[src/rtl/ccirq_pkg.sv]
// Package: shared constants for the capture/compare interrupt aggregator.
// Assumes a fixed 7-source map inside an 8-bit register.
package ccirq_pkg;
    localparam int REG_W  = 8;
    localparam int N_SRC  = 7;
    localparam int CODE_W = 3;
    localparam logic [CODE_W-1:0] NONE_CODE = '1;

    // Bit position of each source, indexed by priority (0 = most urgent).
    localparam int PRIO_POS [N_SRC] = '{7, 0, 1, 3, 4, 5, 6};

    // Mask of implemented bit positions, derived from the priority map.
    function automatic logic [REG_W-1:0] valid_mask();
        logic [REG_W-1:0] m;
        m = '0;
        for (int p = 0; p < N_SRC; p++) m[PRIO_POS[p]] = 1'b1;
        return m;
    endfunction

    localparam logic [REG_W-1:0] VALID_MASK = valid_mask();
endpackage

[src/rtl/ccirq_flag_reg.sv]
// Flag and enable registers.
// Flags: set by event strobes, cleared by write-one (a set beats a clear).
// Enable: a plain load on write.
// Unimplemented positions are tied to 0.
// Assumes synchronous active-low reset.
module ccirq_flag_reg
    import ccirq_pkg::*;
(
    input  logic             clk,
    input  logic             rst_n,
    input  logic [REG_W-1:0] evt_pulse,
    input  logic             wr_en,
    input  logic             wr_sel,
    input  logic [REG_W-1:0] wr_data,
    output logic [REG_W-1:0] flag_q,
    output logic [REG_W-1:0] ena_q
);
    logic flag_clr_en;
    logic ena_ld_en;

    // Decode which register a write targets.
    always_comb begin
        flag_clr_en = wr_en && !wr_sel;
        ena_ld_en   = wr_en &&  wr_sel;
    end

    for (genvar i = 0; i < REG_W; i++) begin : g_bit
        if (VALID_MASK[i]) begin : g_used
            // Flag bit: hold, clear on write-one, set on event (set has priority).
            always_ff @(posedge clk) begin
                if (!rst_n)
                    flag_q[i] <= 1'b0;
                else if (evt_pulse[i])
                    flag_q[i] <= 1'b1;
                else if (flag_clr_en && wr_data[i])
                    flag_q[i] <= 1'b0;
            end
            // Enable bit: load on enable-register write.
            always_ff @(posedge clk) begin
                if (!rst_n)
                    ena_q[i] <= 1'b0;
                else if (ena_ld_en)
                    ena_q[i] <= wr_data[i];
            end
        end else begin : g_hole
            assign flag_q[i] = 1'b0;
            assign ena_q[i]  = 1'b0;
        end
    end
endmodule

[src/rtl/ccirq_prio_enc.sv]
// Fixed-priority encoder over pending, enabled sources.
// Outputs the priority index of the most urgent source, or NONE_CODE.
// Assumes PRIO_POS lists the bit positions from most to least urgent.
module ccirq_prio_enc
    import ccirq_pkg::*;
(
    input  logic [REG_W-1:0]  pend,
    output logic [CODE_W-1:0] code,
    output logic              any
);
    // Scan from least to most urgent so the most urgent match wins.
    always_comb begin
        code = NONE_CODE;
        for (int p = N_SRC - 1; p >= 0; p--) begin
            if (pend[PRIO_POS[p]]) code = CODE_W'(p);
        end
        any = |pend;
    end
endmodule

[src/rtl/ccirq_req_gate.sv]
// Gates the merged request with the unit and global enables and registers it.
// Assumes synchronous active-low reset.
module ccirq_req_gate (
    input  logic clk,
    input  logic rst_n,
    input  logic any_pend,
    input  logic unit_ie,
    input  logic glb_ie,
    output logic irq_req
);
    // Registered, gated interrupt level.
    always_ff @(posedge clk) begin
        if (!rst_n)
            irq_req <= 1'b0;
        else
            irq_req <= any_pend && unit_ie && glb_ie;
    end
endmodule

[src/rtl/ccirq_aggregator.sv]
// Top: capture/compare interrupt aggregator.
// Latches seven event sources, masks them, gates the merged request and
// reports the most urgent pending source as a 3-bit code.
// Assumes all inputs are synchronous to clk.
module ccirq_aggregator
    import ccirq_pkg::*;
(
    input  logic              clk,
    input  logic              rst_n,
    input  logic [REG_W-1:0]  evt_pulse,
    input  logic              wr_en,
    input  logic              wr_sel,
    input  logic [REG_W-1:0]  wr_data,
    input  logic              unit_ie,
    input  logic              glb_ie,
    output logic [REG_W-1:0]  flag_q,
    output logic [REG_W-1:0]  ena_q,
    output logic              irq_req,
    output logic [CODE_W-1:0] src_code
);
    logic [REG_W-1:0] pend;
    logic             any_pend;

    ccirq_flag_reg u_regs (
        .clk       (clk),
        .rst_n     (rst_n),
        .evt_pulse (evt_pulse),
        .wr_en     (wr_en),
        .wr_sel    (wr_sel),
        .wr_data   (wr_data),
        .flag_q    (flag_q),
        .ena_q     (ena_q)
    );

    // Sources that are both flagged and enabled.
    always_comb pend = flag_q & ena_q;

    ccirq_prio_enc u_enc (
        .pend (pend),
        .code (src_code),
        .any  (any_pend)
    );

    ccirq_req_gate u_gate (
        .clk      (clk),
        .rst_n    (rst_n),
        .any_pend (any_pend),
        .unit_ie  (unit_ie),
        .glb_ie   (glb_ie),
        .irq_req  (irq_req)
    );
endmodule

[config.mk]
export PLATFORM = sky130hd
export DESIGN_NAME = ccirq_aggregator
export DESIGN_NICKNAME = d
export VERILOG_FILES = /design/src/rtl/ccirq_pkg.sv /design/src/rtl/ccirq_flag_reg.sv /design/src/rtl/ccirq_prio_enc.sv /design/src/rtl/ccirq_req_gate.sv /design/src/rtl/ccirq_aggregator.sv
export SDC_FILE = /design/constraint.sdc
export NUM_CORES = 1
export LEC_CHECK = 0
export ABC_AREA = 1
export BUFFER_PORTS_ARGS = -buffer_cell sky130_fd_sc_hd__buf_2
export CORE_MARGIN = 4
export CORE_UTILIZATION = 42
export CTS_CLUSTER_SIZE = 14
export DETAILED_ROUTE_END_ITERATION = 8
export GPL_TIMING_DRIVEN = 0
export PLACE_DENSITY = 0.84
export SLEW_MARGIN = 20
export SYNTH_ARGS = -nofsm -noshare
export SYNTH_HDL_FRONTEND = slang
export SYNTH_SLANG_ARGS = --single-unit
[constraint.sdc]
create_clock -name clk -period 3 [get_ports clk]
set_clock_uncertainty 0.15 [all_clocks]
set_input_delay 0.9 -clock clk [delete_from_list [all_inputs] [get_ports clk]]
set_output_delay 0.9 -clock clk [all_outputs]
set_load 0.01 [all_outputs]
# Word level (Yosys, flattened, before mapping)
# Index checks and enable logic that the tools add are counted.
# word_totals
register_bits,15
latchBits,0
mem_bits_rw,0
mem_bits_ro,0
input_bits,22
out_inout_bits,20
elab_cells,57
mem_count,0
# classes
add_sub_neg,0
multipliers,0
n_div,0
n_lt_le_gt_ge,0
n_eq_ne,0
shift,0
mux,21
bitwise,1
n_reduce_logical,20
# op_table
cell,n
2-to-1 mux 1 bit,15
nonzero test 2 bit,7
2-to-1 mux 3 bit,4
logical AND 1 bit,11
AND 8 bit,1
OR reduction 8 bit,1
2-to-1 mux 2 bit,2
zero test 1 bit,1

# Depth between registers and ports, before layout
# logic_depth
word_depth,8
mapped_depth,7

# By module
# A second synthesis with hierarchy kept.
# hier_totals
hier_cells,107
area_unflattened_um2,720.7
# modules_own_cells
module,n_inst,cells_per_inst,area_per_inst_um2,seq_area_each_um2
ccirq_flag_reg,1,71,543.0,280.3
ccirq_prio_enc,1,16,86.3,0.0
ccirq_aggregator,1,16,60.1,0.0
ccirq_req_gate,1,4,31.3,20.0

# Worst setup path after synthesis
# No wires, ideal clock.
# synth_timing
kind,register -> output
start,register u_regs.flag_q[5]
end,output src_code[0]
arrival_time_ns,0.848
required_time_ns,1.950
slack_ns,1.102
path_stages_with_launch,7
n_path_buf,0
path_cell_list,dfxtp_1 > nand2_1 > nand2_1 > nand2_1 > nand2_1 > nand2_1 > a21oi_1
# synth_between
elab_chain_len,7
# synth_rtl
item,line,source
start: declaration,ccirq_flag_reg.sv:15,"output logic [REG_W-1:0] flag_q,"
start signal: indexed assignment,ccirq_flag_reg.sv:32,flag_q[i] <= 1'b0;
start signal: indexed assignment,ccirq_flag_reg.sv:34,flag_q[i] <= 1'b1;
start signal: indexed assignment,ccirq_flag_reg.sv:36,flag_q[i] <= 1'b0;
AND 8 bit,ccirq_aggregator.sv:36,always_comb pend = flag_q & ena_q;
2-to-1 mux 2 bit (2 in a row),ccirq_prio_enc.sv:15,if (pend[PRIO_POS[p]]) code = CODE_W'(p);
2-to-1 mux 3 bit (4 in a row),ccirq_prio_enc.sv:15,
end: declaration,ccirq_aggregator.sv:19,output logic [CODE_W-1:0] src_code
# Every way passes these cells.

# Worst setup path in the final report
# Ends and elaborated chain as after synthesis.

==> run_results.csv <==
group,metric,value,unit
power,peakVddDrop,278,uV
hold_path,min_path_type,"flip-flop to flip-flop",
cells_and_area,num_antenna_cells,0,
critical_path,crit_fanout,3,
floorplanning,dieArea,2190,sq um
global_routing,grt_pass1_vias,584,
route,postRouteAntennaNets,0,
global_routing,grt_use_total,0.152,
clocking,clockBufferDepth,2,
synth,synth_area,633,sq um
synth,synthCells,87,
placement,gp_congestion,0.727,
synth,ys_ff_latch,15,
placement,pre_cts_ws,1.08,ns
route,route.vias.total,700,
synth,postSynthAreaPerCell,7.28,sq um
synth,ys_types,14,
global_routing,grt_max_degree,10,
timing,setup_viol,0,
floorplanning,core,1370,sq um
clocking,htree_levels,1,
global_routing,grt_pass1_wl,2.37,mm
synth,synth_top_cell_by_area,"dfxtp_1",
timing,finalMaxSlewViolations,0,
synth,synth_area_leaders,"dfxtp_1 (47%), nor2_1 (10%), nand2_1 (8.9%)",
clocking,cts_resized,0,
critical_path,cp_data_required_time,1.95,ns
timing,fin_crit,2.22,ns
critical_path,r2r_cells,4,
cells_and_area,area_growth_syn_to_layout,37.0,%
timing,timing.final.ws_setup,0.779,ns
clocking,numCtsBuffers,3,
cells_and_area,fin_nets,152,
floorplanning,initial_utilization,0.463,
synth,yosysSeqAreaShare,0.474,
clocking,cts_root_buffer,"clkbuf_4",
floorplanning,io_pins,42,
run,drv_cap,0,
clocking,cts_tree,"yes",
route,wirelength,1.59,mm
clocking,insertion_delay,0.27,ns
floorplanning,rows,13,
route,via_per_inst,4.86,
timing,max_freq,0.450,GHz
timing,setup_tns,0,ns
hold_path,min_path_cells,2,
timing,final-hold-violation-count,0,
power,pwr-share-seq,0.536,
clocking,clk_pin_slew,0.08,ns
floorplanning,dieWidth,46.8,microns
clocking,cts.sinks,15,
critical_path,critPathKind,"flip-flop to primary output",
power,leakagePower,0.480,nW
global_routing,grt_overflow_total,0,
timing,min_period_over_period,0.740,
global_routing,grt_antenna_before_repair,0,
critical_path,start_kind,"flip-flop",
clocking,ctsHoldBuffers,0,
power,p_int,300,uW
route,routedWlPerCell,11.0,microns
power,powerDensity,478,nW/um^2
power,switching_power,114,uW
power,power_switching_share,0.276,
timing,rsz0062_at_grt,"no",
power,combPwrFrac,0.196,
cells_and_area,n_fill_cell,128,
synth,yosysTopAreaCellShare,0.474,
cells_and_area,layout-drive-gt1-share,0.380,
synth,ys_warn_count,0,
placement,dpl.hpwl,1.28,mm
timing,hold_ws,0.356,ns
route,drt_iter0_markers,25,
route,drt_first_pass_iters,4,
power,p_clk_frac,0.268,
floorplanning,dieHeight,46.8,microns
route,drc,0,
critical_path,end_kind,"primary output",
placement,io_buffers,37,
clocking,cts_setup_buffers,0,
critical_path,cp_data_arrival_time,1.17,ns
outcome,run_status,"finished clean",
## sequential cells by signal, indices dropped and copies added (netlist names)
signal and cells:
u_regs.ena_q 7, u_regs.flag_q 7, u_gate.irq_req 1
## cell usage in the layout, fill, tap and decap left out
cell      Yosys  final
nand2_1      15     15
buf_2         0     37
buf_4         2      2
inv_1         5      5
nand3_1       6      6
nand2_4       1      1
nor2_1       17     17
inv_2         3      3
o21ai_2       2      2
conb_1        1      2
dfxtp_1      15     15
a31oi_1       1      1
clkbuf_4      0      3
clkinv_4      1      1
clkbuf_1      0      1
a21oi_1      11     11
o21ai_1       7      7
## area by class of cell
class,instances,area (sq um),share of cell area
tap,15,18.8,0.0216
multi-input combinational,62,283,0.326
clock buffer,4,26.3,0.0303
inverter,9,38.8,0.0447
sequential,15,300,0.346
buffer,2,15.0,0.0173
timing repair buffer,37,185,0.214
## synthesized netlist by cell type
cell type  number
nor2_1         17
buf_4           2
clkinv_4        1
inv_2           3
nand3_1         6
dfxtp_1        15
inv_1           5
a31oi_1         1
a21oi_1        11
conb_1          1
nand2_1        15
o21ai_2         2
o21ai_1         7
nand2_4         1
## through the flow
step / power (mW) / instance area (sq um) / utilization / std cells
2_1_floorplan: 0.269 / 637 / - / 88
3_3_place_gp: 0.307 / 841 / 0.615 / 140
3_5_place_dp: 0.309 / 841 / 0.615 / 140
4_1_cts: 0.418 / 867 / 0.635 / 144
5_1_grt: 0.437 / 867 / 0.635 / 144
6_report: 0.415 / 867 / 0.635 / 144
## worst max-delay path: stages, from the launching register on
cell and delay, ns:
dfxtp_1 0.36, nand2_1 0.08, nand2_1 0.06, nand2_1 0.05, nand2_1 0.05, nand2_1 0.05
a21oi_1 0.11, buf_2 0.14
## per-layer routing
layer	share of wire	track usage	vias up
met2	0.47	0.241	26
li1	-	-	362
met5	0	0	-
met1	0.43	0.193	310
met4	0.013	0.0663	0
met3	0.079	0.0383	2
## logic make-up (layout without fill, tap and decap cells)
group	Yosys count	count (layout)	synth area share
other cells	1	2	0.00592
simple gates	39	39	0.255
buf+inv	11	52	0.0850
compound gates	21	21	0.180
flops	15	15	0.474
## final timing paths
check,from,endpoint,slack [ns]
hold / removal,u_regs.ena_q[6]$_SDFFE_PN0P_,u_regs.ena_q[6]$_SDFFE_PN0P_,0.36
setup reg to reg,u_regs.flag_q[3]$_SDFFE_PN0P_,u_gate.irq_req$_SDFF_PN0_,2.03
hold reg to reg,u_regs.ena_q[6]$_SDFFE_PN0P_,u_regs.ena_q[6]$_SDFFE_PN0P_,0.36
setup / recovery,u_regs.flag_q[5]$_SDFFE_PN0P_,src_code[0],0.78
## power by group through the flow
stage          clock, mW  combinational [mW]  sequential, mW
5_1_grt            0.121              0.0921           0.224
6_report           0.111              0.0814           0.222
3_3_place_gp           0              0.0809           0.226
4_1_cts            0.113              0.0825           0.222
2_1_floorplan          0              0.0361           0.233
3_5_place_dp           0              0.0823           0.227
Power figures use the tool's default switching activity.
